## src/rtl/cdc_win_pkg.sv

```systemverilog
package cdc_win_pkg;

  localparam int unsigned ADDR_W = 4;
  localparam int unsigned BYTE_W = 8;
  localparam int unsigned WORD_W = 2 * BYTE_W;
  localparam int unsigned NREG   = 1 << ADDR_W;

  // Read-side register selection.
  typedef enum logic [ADDR_W-1:0] {
    RD_CMDIN  = 4'h0, RD_IFSTAT = 4'h1, RD_CNT_LO = 4'h2, RD_CNT_HI = 4'h3,
    RD_HDR0   = 4'h4, RD_HDR1   = 4'h5, RD_HDR2   = 4'h6, RD_HDR3   = 4'h7,
    RD_PTR_LO = 4'h8, RD_PTR_HI = 4'h9, RD_WA_LO  = 4'hA, RD_WA_HI  = 4'hB,
    RD_ST0    = 4'hC, RD_ST1    = 4'hD, RD_ST2    = 4'hE, RD_ST3    = 4'hF
  } rd_sel_e;

  // Write-side register selection.
  typedef enum logic [ADDR_W-1:0] {
    WR_SBOUT  = 4'h0, WR_IFCTRL = 4'h1, WR_CNT_LO = 4'h2, WR_CNT_HI = 4'h3,
    WR_DA_LO  = 4'h4, WR_DA_HI  = 4'h5, WR_TRIG   = 4'h6, WR_ACK    = 4'h7,
    WR_WA_LO  = 4'h8, WR_WA_HI  = 4'h9, WR_CTL0   = 4'hA, WR_CTL1   = 4'hB,
    WR_PTR_LO = 4'hC, WR_PTR_HI = 4'hD, WR_CTL2   = 4'hE, WR_SRST   = 4'hF
  } wr_sel_e;

  // Interface status flag bits (active low).
  localparam int unsigned IFS_XFER_IDLE = 3;
  localparam int unsigned IFS_DEC_IDLE  = 5;
  localparam int unsigned IFS_DTE_IDLE  = 6;

  // Interface control bits.
  localparam int unsigned IFC_XFER_EN = 1;
  localparam int unsigned IFC_DEC_IE  = 5;
  localparam int unsigned IFC_DTE_IE  = 6;

  // Control byte 0 bit.
  localparam int unsigned CTL0_DEC_EN = 7;

  localparam logic [BYTE_W-1:0]   IFSTAT_RST = 8'hFF;
  localparam logic [4*BYTE_W-1:0] HDR_RST    = 32'h0100_0000;
  localparam logic [WORD_W-1:0]   WA_RST     = 16'd4704;
  localparam logic [4*BYTE_W-1:0] STAT_RST   = 32'h0000_0080;
  localparam logic [BYTE_W-1:0]   STAT3_ARM  = 8'h80;
  localparam logic [NREG-1:0]     TRACK_MASK = 16'h73F2;

  typedef struct packed {
    logic [BYTE_W-1:0]      cmdin;
    logic [BYTE_W-1:0]      ifstat;
    logic [BYTE_W-1:0]      ifctrl;
    logic [BYTE_W-1:0]      sbout;
    logic [BYTE_W-1:0]      ctl0;
    logic [BYTE_W-1:0]      ctl1;
    logic [BYTE_W-1:0]      ctl2;
    logic [WORD_W-1:0]      dbc;
    logic [WORD_W-1:0]      dac;
    logic [WORD_W-1:0]      wa;
    logic [WORD_W-1:0]      pt;
    logic [3:0][BYTE_W-1:0] hdr;
    logic [3:0][BYTE_W-1:0] stat;
    logic                   active;
  } win_regs_t;

  // Single source of the reset image, shared by hard and soft reset.
  function automatic win_regs_t win_reset();
    win_regs_t r;
    r        = '0;
    r.ifstat = IFSTAT_RST;
    r.hdr    = HDR_RST;
    r.wa     = WA_RST;
    r.stat   = STAT_RST;
    return r;
  endfunction

endpackage

```

## src/rtl/cdc_addr_seq.sv

```systemverilog
module cdc_addr_seq
  import cdc_win_pkg::*;
#(
  parameter int unsigned AW = ADDR_W
) (
  input  logic          clk,
  input  logic          rst_n,
  input  logic          ld_i,
  input  logic [AW-1:0] ld_addr_i,
  input  logic          rd_go_i,
  input  logic          wr_go_i,
  output logic [AW-1:0] addr_o
);

  localparam logic [AW-1:0] LAST_IDX = '1;

  logic [AW-1:0] addr_q, addr_d;
  logic          wr_hold, adv, en;

  always_comb begin
    wr_hold = (wr_sel_e'(addr_q) == WR_TRIG) || (wr_sel_e'(addr_q) == WR_ACK) ||
              (wr_sel_e'(addr_q) == WR_CTL2) || (wr_sel_e'(addr_q) == WR_SRST);
    adv     = (rd_go_i && (addr_q != LAST_IDX)) || (wr_go_i && !wr_hold);
    en      = ld_i || adv;
    addr_d  = ld_i ? ld_addr_i : addr_q + 1'b1;
  end

  always_ff @(posedge clk or negedge rst_n) begin
    if (!rst_n) begin
      addr_q <= '0;
    end else if (en) begin
      addr_q <= addr_d;
    end
  end

  assign addr_o = addr_q;

endmodule

```

## src/rtl/cdc_read_track.sv

```systemverilog
module cdc_read_track
  import cdc_win_pkg::*;
#(
  parameter int unsigned   N    = NREG,
  parameter logic [N-1:0]  MASK = TRACK_MASK,
  localparam int unsigned  AW   = $clog2(N)
) (
  input  logic          clk,
  input  logic          rst_n,
  input  logic          clr_i,
  input  logic          rd_go_i,
  input  logic [AW-1:0] addr_i,
  output logic          all_seen_o
);

  logic [N-1:0] seen;

  for (genvar i = 0; i < N; i++) begin : g_idx
    if (MASK[i]) begin : g_trk
      logic seen_q, seen_d;

      always_comb begin
        seen_d = seen_q;
        if (rd_go_i && (addr_i == AW'(i))) seen_d = 1'b1;
        if (clr_i) seen_d = 1'b0;
      end

      always_ff @(posedge clk or negedge rst_n) begin
        if (!rst_n) begin
          seen_q <= 1'b0;
        end else if (clr_i || rd_go_i) begin
          seen_q <= seen_d;
        end
      end

      assign seen[i] = seen_q;
    end else begin : g_none
      assign seen[i] = 1'b0;
    end
  end

  assign all_seen_o = &(seen | ~MASK);

endmodule

```

## src/rtl/cdc_reg_bank.sv

```systemverilog
module cdc_reg_bank
  import cdc_win_pkg::*;
#(
  parameter int unsigned AW = ADDR_W,
  parameter int unsigned DW = BYTE_W
) (
  input  logic          clk,
  input  logic          rst_n,
  input  logic          clr_i,
  input  logic          rd_go_i,
  input  logic          wr_go_i,
  input  logic [AW-1:0] addr_i,
  input  logic [DW-1:0] wr_data_i,
  input  logic          xfer_done_i,
  input  logic          dec_ready_i,
  input  logic          all_seen_i,
  output win_regs_t     regs_o,
  output logic          start_o,
  output logic          srst_o
);

  win_regs_t r_q, r_d;
  logic      start_q, start_d;
  logic      srst_q;
  logic      en;

  always_comb begin
    r_d     = r_q;
    start_d = 1'b0;

    // Neighbour events first; host strobes applied afterwards take priority.
    if (xfer_done_i) begin
      r_d.ifstat[IFS_XFER_IDLE] = 1'b1;
      r_d.active                = 1'b0;
      if (r_q.ifctrl[IFC_DTE_IE]) r_d.ifstat[IFS_DTE_IDLE] = 1'b0;
    end
    if (dec_ready_i) r_d.ifstat[IFS_DEC_IDLE] = 1'b0;

    if (rd_go_i && (rd_sel_e'(addr_i) == RD_ST3)) begin
      r_d.ifstat[IFS_DEC_IDLE] = 1'b1;
      if (r_q.ctl0[CTL0_DEC_EN] && r_q.ifctrl[IFC_DEC_IE] && all_seen_i)
        r_d.stat[3] = STAT3_ARM;
    end

    if (wr_go_i) begin
      case (wr_sel_e'(addr_i))
        WR_SBOUT:  r_d.sbout = wr_data_i;
        WR_IFCTRL: begin
          r_d.ifctrl = wr_data_i;
          if (!wr_data_i[IFC_XFER_EN]) begin
            r_d.dbc                   = '0;
            r_d.active                = 1'b0;
            r_d.ifstat[IFS_XFER_IDLE] = 1'b1;
          end
        end
        WR_CNT_LO: r_d.dbc[DW-1:0]    = wr_data_i;
        WR_CNT_HI: r_d.dbc[2*DW-1:DW] = wr_data_i;
        WR_DA_LO:  r_d.dac[DW-1:0]    = wr_data_i;
        WR_DA_HI:  r_d.dac[2*DW-1:DW] = wr_data_i;
        WR_TRIG: begin
          if (r_q.ifctrl[IFC_XFER_EN]) begin
            r_d.ifstat[IFS_XFER_IDLE] = 1'b0;
            r_d.active                = 1'b1;
            start_d                   = 1'b1;
          end
        end
        WR_ACK:    r_d.ifstat[IFS_DTE_IDLE] = 1'b1;
        WR_WA_LO:  r_d.wa[DW-1:0]    = wr_data_i;
        WR_WA_HI:  r_d.wa[2*DW-1:DW] = wr_data_i;
        WR_CTL0:   r_d.ctl0 = wr_data_i;
        WR_CTL1:   r_d.ctl1 = wr_data_i;
        WR_PTR_LO: r_d.pt[DW-1:0]    = wr_data_i;
        WR_PTR_HI: r_d.pt[2*DW-1:DW] = wr_data_i;
        WR_CTL2:   r_d.ctl2 = wr_data_i;
        default:   ;
      endcase
    end

    if (clr_i) begin
      r_d     = win_reset();
      start_d = 1'b0;
    end
  end

  assign en = clr_i || rd_go_i || wr_go_i || xfer_done_i || dec_ready_i;

  always_ff @(posedge clk or negedge rst_n) begin
    if (!rst_n) begin
      r_q     <= win_reset();
      start_q <= 1'b0;
      srst_q  <= 1'b0;
    end else begin
      if (en) r_q <= r_d;
      start_q <= start_d;
      srst_q  <= clr_i;
    end
  end

  assign regs_o  = r_q;
  assign start_o = start_q;
  assign srst_o  = srst_q;

endmodule

```

## src/rtl/cdc_read_mux.sv

```systemverilog
module cdc_read_mux
  import cdc_win_pkg::*;
#(
  parameter int unsigned AW = ADDR_W,
  parameter int unsigned DW = BYTE_W
) (
  input  win_regs_t     regs_i,
  input  logic [AW-1:0] addr_i,
  output logic [DW-1:0] rd_data_o
);

  always_comb begin
    case (rd_sel_e'(addr_i))
      RD_CMDIN:  rd_data_o = regs_i.cmdin;
      RD_IFSTAT: rd_data_o = regs_i.ifstat;
      RD_CNT_LO: rd_data_o = regs_i.dbc[DW-1:0];
      RD_CNT_HI: rd_data_o = regs_i.dbc[2*DW-1:DW];
      RD_HDR0:   rd_data_o = regs_i.hdr[0];
      RD_HDR1:   rd_data_o = regs_i.hdr[1];
      RD_HDR2:   rd_data_o = regs_i.hdr[2];
      RD_HDR3:   rd_data_o = regs_i.hdr[3];
      RD_PTR_LO: rd_data_o = regs_i.pt[DW-1:0];
      RD_PTR_HI: rd_data_o = regs_i.pt[2*DW-1:DW];
      RD_WA_LO:  rd_data_o = regs_i.wa[DW-1:0];
      RD_WA_HI:  rd_data_o = regs_i.wa[2*DW-1:DW];
      RD_ST0:    rd_data_o = regs_i.stat[0];
      RD_ST1:    rd_data_o = regs_i.stat[1];
      RD_ST2:    rd_data_o = regs_i.stat[2];
      RD_ST3:    rd_data_o = regs_i.stat[3];
      default:   rd_data_o = '0;
    endcase
  end

endmodule

```

## src/rtl/cdc_reg_window.sv

```systemverilog
module cdc_reg_window
  import cdc_win_pkg::*;
#(
  parameter int unsigned RST_STAGES = 2
) (
  input  logic                clk,
  input  logic                rst_n,
  input  logic                clr_i,
  input  logic                addr_ld_i,
  input  logic [ADDR_W-1:0]   addr_i,
  input  logic                rd_stb_i,
  input  logic                wr_stb_i,
  input  logic [BYTE_W-1:0]   wr_data_i,
  input  logic                xfer_done_i,
  input  logic                dec_ready_i,
  output logic [BYTE_W-1:0]   rd_data_o,
  output logic [ADDR_W-1:0]   addr_o,
  output logic                xfer_active_o,
  output logic                xfer_start_o,
  output logic                soft_rst_o,
  output logic [BYTE_W-1:0]   ifctrl_o,
  output logic [BYTE_W-1:0]   sbout_o,
  output logic [3*BYTE_W-1:0] ctrl_o,
  output logic [WORD_W-1:0]   dbc_o,
  output logic [WORD_W-1:0]   dac_o
);

  // Reset synchronizer: asserts at once, releases on the clock.
  logic [RST_STAGES-1:0] rst_sync_q;
  logic                  rst_n_int;

  always_ff @(posedge clk or negedge rst_n) begin
    if (!rst_n) begin
      rst_sync_q <= '0;
    end else begin
      rst_sync_q <= {rst_sync_q[RST_STAGES-2:0], 1'b1};
    end
  end
  assign rst_n_int = rst_sync_q[RST_STAGES-1];

  logic              rd_go, wr_go, soft_clr, all_seen;
  logic [ADDR_W-1:0] addr_q;
  win_regs_t         regs;

  // Index load masks both strobes; a write masks a read.
  assign rd_go    = rd_stb_i && !wr_stb_i && !addr_ld_i;
  assign wr_go    = wr_stb_i && !addr_ld_i;
  assign soft_clr = clr_i || (wr_go && (wr_sel_e'(addr_q) == WR_SRST));

  cdc_addr_seq #(.AW(ADDR_W)) u_addr (
    .clk       (clk),
    .rst_n     (rst_n_int),
    .ld_i      (addr_ld_i),
    .ld_addr_i (addr_i),
    .rd_go_i   (rd_go),
    .wr_go_i   (wr_go),
    .addr_o    (addr_q)
  );

  cdc_read_track #(.N(NREG), .MASK(TRACK_MASK)) u_track (
    .clk        (clk),
    .rst_n      (rst_n_int),
    .clr_i      (soft_clr),
    .rd_go_i    (rd_go),
    .addr_i     (addr_q),
    .all_seen_o (all_seen)
  );

  cdc_reg_bank #(.AW(ADDR_W), .DW(BYTE_W)) u_bank (
    .clk         (clk),
    .rst_n       (rst_n_int),
    .clr_i       (soft_clr),
    .rd_go_i     (rd_go),
    .wr_go_i     (wr_go),
    .addr_i      (addr_q),
    .wr_data_i   (wr_data_i),
    .xfer_done_i (xfer_done_i),
    .dec_ready_i (dec_ready_i),
    .all_seen_i  (all_seen),
    .regs_o      (regs),
    .start_o     (xfer_start_o),
    .srst_o      (soft_rst_o)
  );

  cdc_read_mux #(.AW(ADDR_W), .DW(BYTE_W)) u_rmux (
    .regs_i    (regs),
    .addr_i    (addr_q),
    .rd_data_o (rd_data_o)
  );

  assign addr_o        = addr_q;
  assign xfer_active_o = regs.active;
  assign ifctrl_o      = regs.ifctrl;
  assign sbout_o       = regs.sbout;
  assign ctrl_o        = {regs.ctl2, regs.ctl1, regs.ctl0};
  assign dbc_o         = regs.dbc;
  assign dac_o         = regs.dac;

endmodule

```

## config.mk

```make
export PLATFORM = sky130hd
export DESIGN_NAME = cdc_reg_window
export DESIGN_NICKNAME = d
export VERILOG_FILES = /design/src/rtl/cdc_win_pkg.sv /design/src/rtl/cdc_addr_seq.sv /design/src/rtl/cdc_read_track.sv /design/src/rtl/cdc_reg_bank.sv /design/src/rtl/cdc_read_mux.sv /design/src/rtl/cdc_reg_window.sv
export SDC_FILE = /design/constraint.sdc
export NUM_CORES = 1
export LEC_CHECK = 0
export ABC_AREA = 1
export ABC_CLOCK_PERIOD_IN_PS = 3800
export BUFFER_PORTS_ARGS = -buffer_cell sky130_fd_sc_hd__buf_2
export CORE_MARGIN = 1.5
export CORE_UTILIZATION = 51
export DETAILED_ROUTE_END_ITERATION = 10
export HOLD_SLACK_MARGIN = 0.06
export PLACE_DENSITY = 0.79
export SLEW_MARGIN = 20
export SYNTH_ARGS = -nofsm -noshare
export SYNTH_HDL_FRONTEND = slang
export SYNTH_SLANG_ARGS = --single-unit
export TNS_END_PERCENT = 30
```

## constraint.sdc

```tcl
create_clock -name clk -period 3.8 [get_ports clk]
set_input_delay 0.57 -clock clk [delete_from_list [all_inputs] [get_ports clk]]
set_output_delay 0.57 -clock clk [all_outputs]
set_load 0.03 [all_outputs]
```

==> results of run 1 <==
synth_stat cells (all sizes together):
library cell | count | area, um2
nand2 | 172 | 751
dfrtp | 120 | 3000
nor2 | 110 | 423
buf | 94 | 736
a21oi | 82 | 410
inv | 48 | 183
nand3 | 40 | 205
o21ai | 39 | 199
dfstp | 7 | 184
nor3 | 7 | 35.0
ha | 4 | 50.1
nand3b | 2 | 15.0
nand4 | 2 | 12.5
clkinv | 1 | 3.75
conb | 1 | 3.75
nor4 | 1 | 6.26
o211ai | 1 | 7.51
o21a | 1 | 7.51
o21bai | 1 | 7.51
o221ai | 1 | 8.76
or2 | 1 | 6.26
worst paths after layout:
path	from	endpoint	slack (ns)	depth (start not counted)
min in group asynchronous	rst_sync_q[1]	u_bank.regs_o[135]	0.42	0
min	rst_sync_q[0]	rst_sync_q[1]	0.37	0
max in group asynchronous	rst_sync_q[1]	u_bank.regs_o[93]	2.53	1
min reg2reg	rst_sync_q[0]	rst_sync_q[1]	0.37	0
max reg2reg	u_addr.addr_o[0]	u_bank.regs_o[124]	1.42	8
max	u_addr.addr_o[0]	rd_data_o[4]	0.67	8
cell families (layout without fill, tap and decap cells):
| logic type | count (synthesis) | after routing | share of synthesized area, % |
|---|---|---|---|
| AND/OR/NAND/NOR | 335 | 335 | 23.2 |
| buffers and inverters | 143 | 191 | 14.7 |
| flip-flops | 127 | 127 | 50.9 |
| AO/OA/AOI/OAI | 125 | 125 | 10.2 |
| adder cells (fa/ha/maj) | 4 | 4 | 0.800 |
| other | 1 | 1 | 0.0599 |
sequential cells by signal (all words and copies together), names as in the netlist:
name / flops
u_addr.addr_o: 4
u_bank.srst_o: 1
u_bank.start_o: 1
u_bank.regs_o: 109
rst_sync_q: 2
u_track.g_idx.g_trk.seen_q: 10
through the flow:
stage	power, mW	utilization [%]
5_1_grt	4.78	56.8
6_report	4.55	56.8
4_1_cts	4.57	56.8
2_1_floorplan	2.95	-
3_3_place_gp	3.07	52.2
3_5_place_dp	3.10	52.2
final cells by class:
class / instances / area (um2)
fill: 1107 / 5190
inverter: 49 / 186
clock inverter: 5 / 32.5
clock buffer: 27 / 503
timing repair buffer: 110 / 576
sequential: 127 / 3190
tap: 147 / 184
multi-input combinational: 465 / 2150
layout by cell type, fill, tap and decap left out, types with 2 or more instances in the layout:
| cell | instances |
|---|---|
| clkbuf_8 | 4 |
| dfrtp_1 | 119 |
| clkbuf_1 | 6 |
| nor2_2 | 4 |
| a21oi_1 | 82 |
| nand2_1 | 152 |
| nand2_4 | 11 |
| buf_2 | 106 |
| o21ai_0 | 20 |
| nand3b_1 | 2 |
| inv_2 | 3 |
| clkinv_2 | 2 |
| clkinvlp_4 | 3 |
| nor2_1 | 106 |
| nand3_1 | 39 |
| buf_4 | 2 |
| inv_1 | 44 |
| nand4_1 | 2 |
| clkbuf_16 | 17 |
| o21ai_1 | 18 |
| nand2_2 | 9 |
| nor3_1 | 7 |
| dfstp_2 | 7 |
| ha_1 | 4 |
per-layer routing:
layer / wire length (um) / vias to the layer above / GRT usage (%)
met5: 0 / - / 0
met2: 7190 / 148 / 38.3
met1: 6600 / 2313 / 33.1
li1: - / 2357 / -
met4: 474 / 0 / 11.1
met3: 1010 / 41 / 6.85
where the power goes:
part / total, mW / switching (mW) / internal [mW]
logic: 1.32 / 0.965 / 0.350
clock network: 1.47 / 0.566 / 0.900
registers: 1.77 / 0.164 / 1.61
==> results_dict.tcl, run 1 <==
set metrics [dict create \
    status "finished clean" \
    diodes 0 \
    clock_latency_ns 0.42 \
    crit_slowest_cell "nor2_1" \
    drt-vias-per-instance 5.22 \
    dpl_cell_area_um2 6270 \
    finalSetupTns_ns 0 \
    postCtsSetupRepairBufs 0 \
    coreArea_um2 12000 \
    critPathBufInv 1 \
    nNetsFinal 794 \
    fin_area_um2 6820 \
    leakage_nw 3.46 \
    startpoint_type "flop" \
    finalClockSkew_ns 0.00653 \
    cp_top_family "simple AND/OR/NAND/NOR gates" \
    pre_cts_slack_ns 1.12 \
    crit_chain "ha_1 > nand2_2 > nor2_1 > nand2_1 > nand2_1 > a21oi_1 > nand3_1 > buf_2" \
    port_buffers 106 \
    synth_area_per_cell_um2 8.51 \
    cts_made_buffers 17 \
    p_per_area_nw_per_um2 667 \
    dr.pass1.iters 6 \
    hp-class "flop to flop" \
    syn_area_um2 6260 \
    track_usage_pct 24.9 \
    cts_tree "yes" \
    worstSetupPathType "flop to output port" \
    critPathArrivalTime_ns 2.56 \
    fin_ws_ns 0.667 \
    hold_violations 0 \
    grt-ovfl-total 0 \
    relSlewSlack_pct 34.0 \
    grt_max_degree 66 \
    start_util_pct 52.1 \
    post-route-drc-count 0 \
    synthCells 735 \
    vias 4859 \
    syn_nets 759 \
    slowest_delay_ns 0.75 \
    finalHoldWorstSlack_ns 0.372 \
    drtIter0Drc 574 \
    cts_buffer_depth 2 \
    crit_required_ns 3.23 \
    synth_cell_types 32 \
    rsz0062_at_grt "no" \
    irDropWorstVdd_mv 0.445 \
    ys_seq_area_share_pct 50.9 \
    finalCritPeriodShare_pct 82.5 \
    cts_resized 0 \
    yosysWarnings 0 \
    tightest_slew_ns 0.987 \
    area_growth_pct 9.00 \
    gp_congestion 0.927 \
    row_count 40 \
    period_minus_slack_ns 3.13 \
    drive_above_1_share_pct 22.2 \
    drt-total-wl_mm 15.3 \
    die_x_um 114 \
    cp_common_cell "nand2_1" \
    drv_slew 0 \
    io_pins 107 \
    die_h_um 114 \
    drv_cap 0 \
    cts_sinks 127 \
    ant_nets 0 \
    hold_buffers 1 \
    place_inst 897 \
    grt_pass1_wl_mm 24.2 \
    dp_hpwl_mm 10.7 \
    setup_violations 0 \
    wl_per_cell_um 16.4 \
    ys_ff_latch 127 \
    fmax_mhz 319 \
    cp-end-kind "output port" \
    antenna_found_initial 0 \
    cts_root_buffer "clkbuf_16" \
    die_area_um2 12900 \
    first_global_vias 4586 \
    stdcell_count 930 \
    worst-path-max-fanout 15 \
    htreeDepth 4 \
    cts.clk_slew.worst_paths_ns 0.05 \
]
Note: power is estimated with default switching activity, not from simulation.
==> run 2, diff against run 1 <==
Settings changed: ABC_CLOCK_PERIOD_IN_PS 3800 to 2800.
Clock period 3.8 ns to 2.8 ns, I/O delays scaled along.
==> run 2 against run 1 <==
- cell count increased by 0.54%
- sequential power up 36%
- first-iteration DRC count fell by 7.5%
- largest power group unchanged
- highest routed layer unchanged
==> results_dict.tcl, run 2 (synthesis results as in run 1) <==
set metrics [dict create \
    status "finished clean" \
    cp_common_cell "nand2_1" \
    grt-ovfl-total 0 \
    cp_top_family "simple AND/OR/NAND/NOR gates" \
    cts.clk_slew.worst_paths_ns 0.05 \
    rsz0062_at_grt "no" \
    cts_tree "yes" \
    largest_reg_flops 109 \
    fillers 1084 \
    r2r_slack_ns 0.49 \
    track_usage_pct 24.2 \
    cts_sinks 127 \
    hold-path-endpoint "u_bank.regs_o[174]" \
    rr_endpoint "u_bank.regs_o[148]" \
    coreArea_um2 12000 \
    p_total_mw 6.46 \
    p_per_area_nw_per_um2 929 \
    slowest_delay_ns 0.45 \
    crit_start "u_addr.addr_o[0]" \
    setup_violations 0 \
    finalSetupTns_ns 0 \
    dp_hpwl_mm 10.3 \
    drv_slew 0 \
    cts_made_buffers 17 \
    hold_violations 0 \
    area_growth_pct 11.2 \
    diodes 0 \
    port_buffers 106 \
    r2r_start "u_addr.addr_o[0]" \
    die_x_um 114 \
    crit_required_ns 2.38 \
    finalCritPeriodShare_pct 94.7 \
    fin_area_um2 6960 \
    die_area_um2 12900 \
    worst-path-max-fanout 17 \
    min_from "dec_ready_i" \
    grt_pass1_wl_mm 23.8 \
    final_common_cell "nand2_1" \
    hold_depth 2 \
    tightest_slew_ns 0.673 \
    post-route-drc-count 0 \
    leakage_nw 3.53 \
    startpoint_type "flop" \
    stdcell_count 935 \
    finalHoldWorstSlack_ns 0.224 \
    ant_nets 0 \
    pre_cts_slack_ns 0.422 \
    antenna_found_initial 0 \
    dr.pass1.iters 5 \
    period_minus_slack_ns 2.65 \
    io_pins 107 \
    reg2reg_depth 7 \
    drive_above_1_share_pct 23.9 \
    final_cell_mix "151 x nand2_1, 118 x dfrtp_1, 106 x buf_2" \
    critPathBufInv 2 \
    crit_slowest_cell "dfrtp_2" \
    nNetsFinal 799 \
    critPathArrivalTime_ns 2.23 \
    cts_root_buffer "clkbuf_16" \
    irDropWorstVdd_mv 0.493 \
    crit_chain "ha_1 > nand2_2 > nor2_1 > buf_4 > nand2_1 > o21ai_0 > nor3_1 > nand2_1 > buf_2" \
    gp_congestion 0.902 \
    postLayoutCoreUtil_pct 57.9 \
    vias 4859 \
    drt-total-wl_mm 14.9 \
    finalClockSkew_ns 0.0121 \
    relSlewSlack_pct 55.2 \
    worstSetupPathType "flop to output port" \
    drtIter0Drc 531 \
    drv_cap 0 \
    first_global_vias 4599 \
    dpl_cell_area_um2 6310 \
    fmax_mhz 377 \
    row_count 40 \
    place_inst 902 \
    fin_ws_ns 0.150 \
    drt-vias-per-instance 5.20 \
    clock_latency_ns 0.41 \
    wl_per_cell_um 15.9 \
    htreeDepth 4 \
    hp-class "input pin to flop" \
    start_util_pct 52.1 \
    die_h_um 114 \
    cts_buffer_depth 2 \
    grt_max_degree 51 \
    cp-end-kind "output port" \
]
## run 2: cell types whose count changed in the layout (fill, tap and decap cells not counted), sizes merged
| cell | before | now |
|---|---|---|
| buf | 109 | 114 |
| clkbuf | 27 | 23 |
| bufinv | 0 | 3 |
| inv | 48 | 49 |
## run 2: where the power goes
group | internal [mW] | switching (mW) | leakage, nW
Clock | 1.47 | 0.785 | 0.290
Combinational | 0.490 | 1.33 | 1.69
Sequential | 2.18 | 0.216 | 1.55
## run 2: metal layers
layer	global-route usage (%)	vias to the layer above	share of wire [%]
met2	37.8	158	47
met3	7.17	12	6.8
met4	6.58	0	1.1
li1	-	2365	-
met5	0	-	0
met1	33.3	2324	45
## run 2: worst max path at each step
stage / end / slack [ns] / depth (start not counted)
2_1_floorplan: rd_data_o[5] / 0.51 / 8
3_3_place_gp: rd_data_o[2] / 0.49 / 7
3_5_place_dp: rd_data_o[4] / 0.42 / 8
4_1_cts: rd_data_o[4] / 0.04 / 8
5_1_grt: rd_data_o[5] / 0.008 / 8
6_report: rd_data_o[6] / 0.15 / 9
## run 2: cell type report
cell class                 count  area (um2)  area share [%]
inverter                      49         186            2.68
sequential                   127        3190            45.9
tap                          147         184            2.64
clock buffer                  23         478            6.87
timing repair buffer         115         613            8.81
multi-input combinational    465        2170            31.2
clock inverter                 9         131            1.89
## run 2: what timing repair did
item                                    CTS  global route
cloned                                    0             0
endpoints found under the setup margin    3             8
hold endpoints to repair                  2             0
resized for setup                         1             6
buffers inserted                          0             0
hold buffers                              1             0
pin swaps                                 0             1
==> run 3, diff against run 2 <==
Settings changed: ABC_CLOCK_PERIOD_IN_PS 2800 to 3400, CORE_UTILIZATION 51 to 55, PLACE_DENSITY 0.79 to 0.81.
Clock period 2.8 ns to 3.4 ns, I/O delays scaled along.
==> run 3 against run 2 <==
- core utilization grew 4.2 points
- clock power shrank 25%
- register-to-register slack gained 0.52 ns
- first-iteration DRC count grew 8.7%
- cell count shrank 1.3%
- cell area shrank 1.9%
- global-route usage grew 2.8 points
- critical path depth shrank 1
- combinational power shrank 19%
- critical path type unchanged
==> results_dict.tcl, run 3 (synthesis results as in run 1) <==
set metrics [dict create \
    die_area_um2 12000 \
    setup_violations 0 \
    cts_root_buffer "clkbuf_16" \
    rsz0062_at_grt "no" \
    place_inst 890 \
    post-route-drc-count 0 \
    finalClockSkew_ns 0.00789 \
    worstSetupPathType "flop to output port" \
    period_minus_slack_ns 3.04 \
    p_total_mw 5.13 \
    irDropWorstVdd_mv 0.426 \
    cts_buffer_depth 2 \
    hold_buffers 1 \
    antenna_found_initial 0 \
    stdcell_count 923 \
    status "finished clean" \
    htreeDepth 4 \
    largest_reg_flops 109 \
    fmax_mhz 329 \
    grt_max_degree 65 \
    slowest_delay_ns 0.45 \
    track_usage_pct 27.0 \
    drtIter0Drc 577 \
    cp-end-kind "output port" \
    hp-class "input pin to flop" \
    cts_resized 0 \
    tightest_slew_ns 0.793 \
    critPathArrivalTime_ns 2.53 \
    final_common_cell "nand2_1" \
    finalCritPeriodShare_pct 89.4 \
    drive_above_1_share_pct 22.9 \
    drv_slew 0 \
    p_int_mw 3.15 \
    crit_chain "inv_1 > ha_1 > inv_1 > nor2_1 > nor3_1 > nand2_1 > nand3_1 > buf_2" \
    startpoint_type "flop" \
    grt-ovfl-total 0 \
    pwr-share-comb_pct 28.6 \
    crit_required_ns 2.89 \
    power.switching_mw 1.98 \
    switching_share_pct 38.7 \
    critPathBufInv 3 \
    p_per_area_nw_per_um2 752 \
    postCtsSetupRepairBufs 0 \
    p_clk_share_pct 32.7 \
    drv_cap 0 \
    leakage_nw 3.47 \
    die_h_um 110 \
    cp_common_cell "inv_1" \
    dpl_cell_area_um2 6270 \
    fin_area_um2 6820 \
    area_growth_pct 9.06 \
    grt_pass1_wl_mm 24.3 \
    crit_slowest_cell "dfrtp_1" \
    io_pins 107 \
    die_x_um 110 \
    first_global_vias 4885 \
    cts_sinks 127 \
    ant_nets 0 \
    drt-vias-per-instance 5.35 \
    cts.clk_slew.worst_paths_ns 0.06 \
    clock_latency_ns 0.42 \
    seq_power_share_pct 38.7 \
    relSlewSlack_pct 47.1 \
    port_buffers 106 \
    gp_congestion 0.911 \
    finalSetupTns_ns 0 \
    worst-path-max-fanout 7 \
    coreArea_um2 11000 \
    start_util_pct 57.0 \
    wl_per_cell_um 16.3 \
    row_count 38 \
    final_cell_mix "152 x nand2_1, 119 x dfrtp_1, 106 x nor2_1, 106 x buf_2, 82 x a21oi_1" \
    diodes 0 \
    nNetsFinal 794 \
    vias 4937 \
    dp_hpwl_mm 10.6 \
    dr.pass1.iters 6 \
    hold_violations 0 \
    drt-total-wl_mm 15.0 \
    cts_tree "yes" \
    cts_made_buffers 17 \
    cp_top_family "simple AND/OR/NAND/NOR gates" \
]
[run 3: changes by cell type in the layout (fill, tap and decap cells not counted), sizes merged]
| cell | delta |
|---|---|
| inv | +4 |
| clkinv | +3 |
| clkbuf | -4 |
| buf | -5 |
| bufinv | -3 |
[run 3: power by group through the flow]
stage	combinational [mW]	sequential [mW]	clock, mW
floorplan	1.32	1.97	0
global placement	1.43	1.99	0
detailed placement	1.46	2.00	0
CTS	1.47	1.98	1.69
global route	1.60	2.02	1.76
finish	1.47	1.98	1.68
[run 3: metrics by stage]
step / hold WS [ns] / util, % / worst slack [ns]
global placement: 0.295 / 57.1 / 1.01
floorplan: 0.214 / - / 1.02
detailed placement: 0.299 / 57.1 / 0.866
CTS: 0.315 / 62.1 / 0.443
finish: 0.317 / 62.1 / 0.361
global route: 0.325 / 62.1 / 0.170
[run 3: final cells by class]
| type | instances | area (um2) |
|---|---|---|
| Clock buffer | 19 | 443 |
| Clock inverter | 13 | 105 |
| Fill cell | 912 | 4160 |
| Inverter | 49 | 186 |
| Multi-Input combinational cell | 465 | 2150 |
| Sequential cell | 127 | 3190 |
| Tap cell | 140 | 175 |
| Timing Repair Buffer | 110 | 576 |
[run 3: path summary, 6_finish.rpt]
kind,start,endpoint,slack (ns),cells past startpoint
hold reg to reg,rst_sync_q[0],rst_sync_q[1],0.36,0
max in group asynchronous,rst_sync_q[1],u_bank.regs_o[90],2.09,1
min in group asynchronous,rst_n,rst_sync_q[0],0.40,2
setup / recovery,u_addr.addr_o[0],rd_data_o[2],0.36,8
setup reg to reg,u_addr.addr_o[0],u_bank.regs_o[121],1.01,7
hold / removal,dec_ready_i,u_bank.regs_o[174],0.32,2
[run 3: per-layer routing]
layer / GRT usage, % / part of all wire, %
met1: 35.8 / 43
met2: 43.3 / 48
met3: 6.28 / 6.6
met4: 10.0 / 2.6
met5: 0 / 0
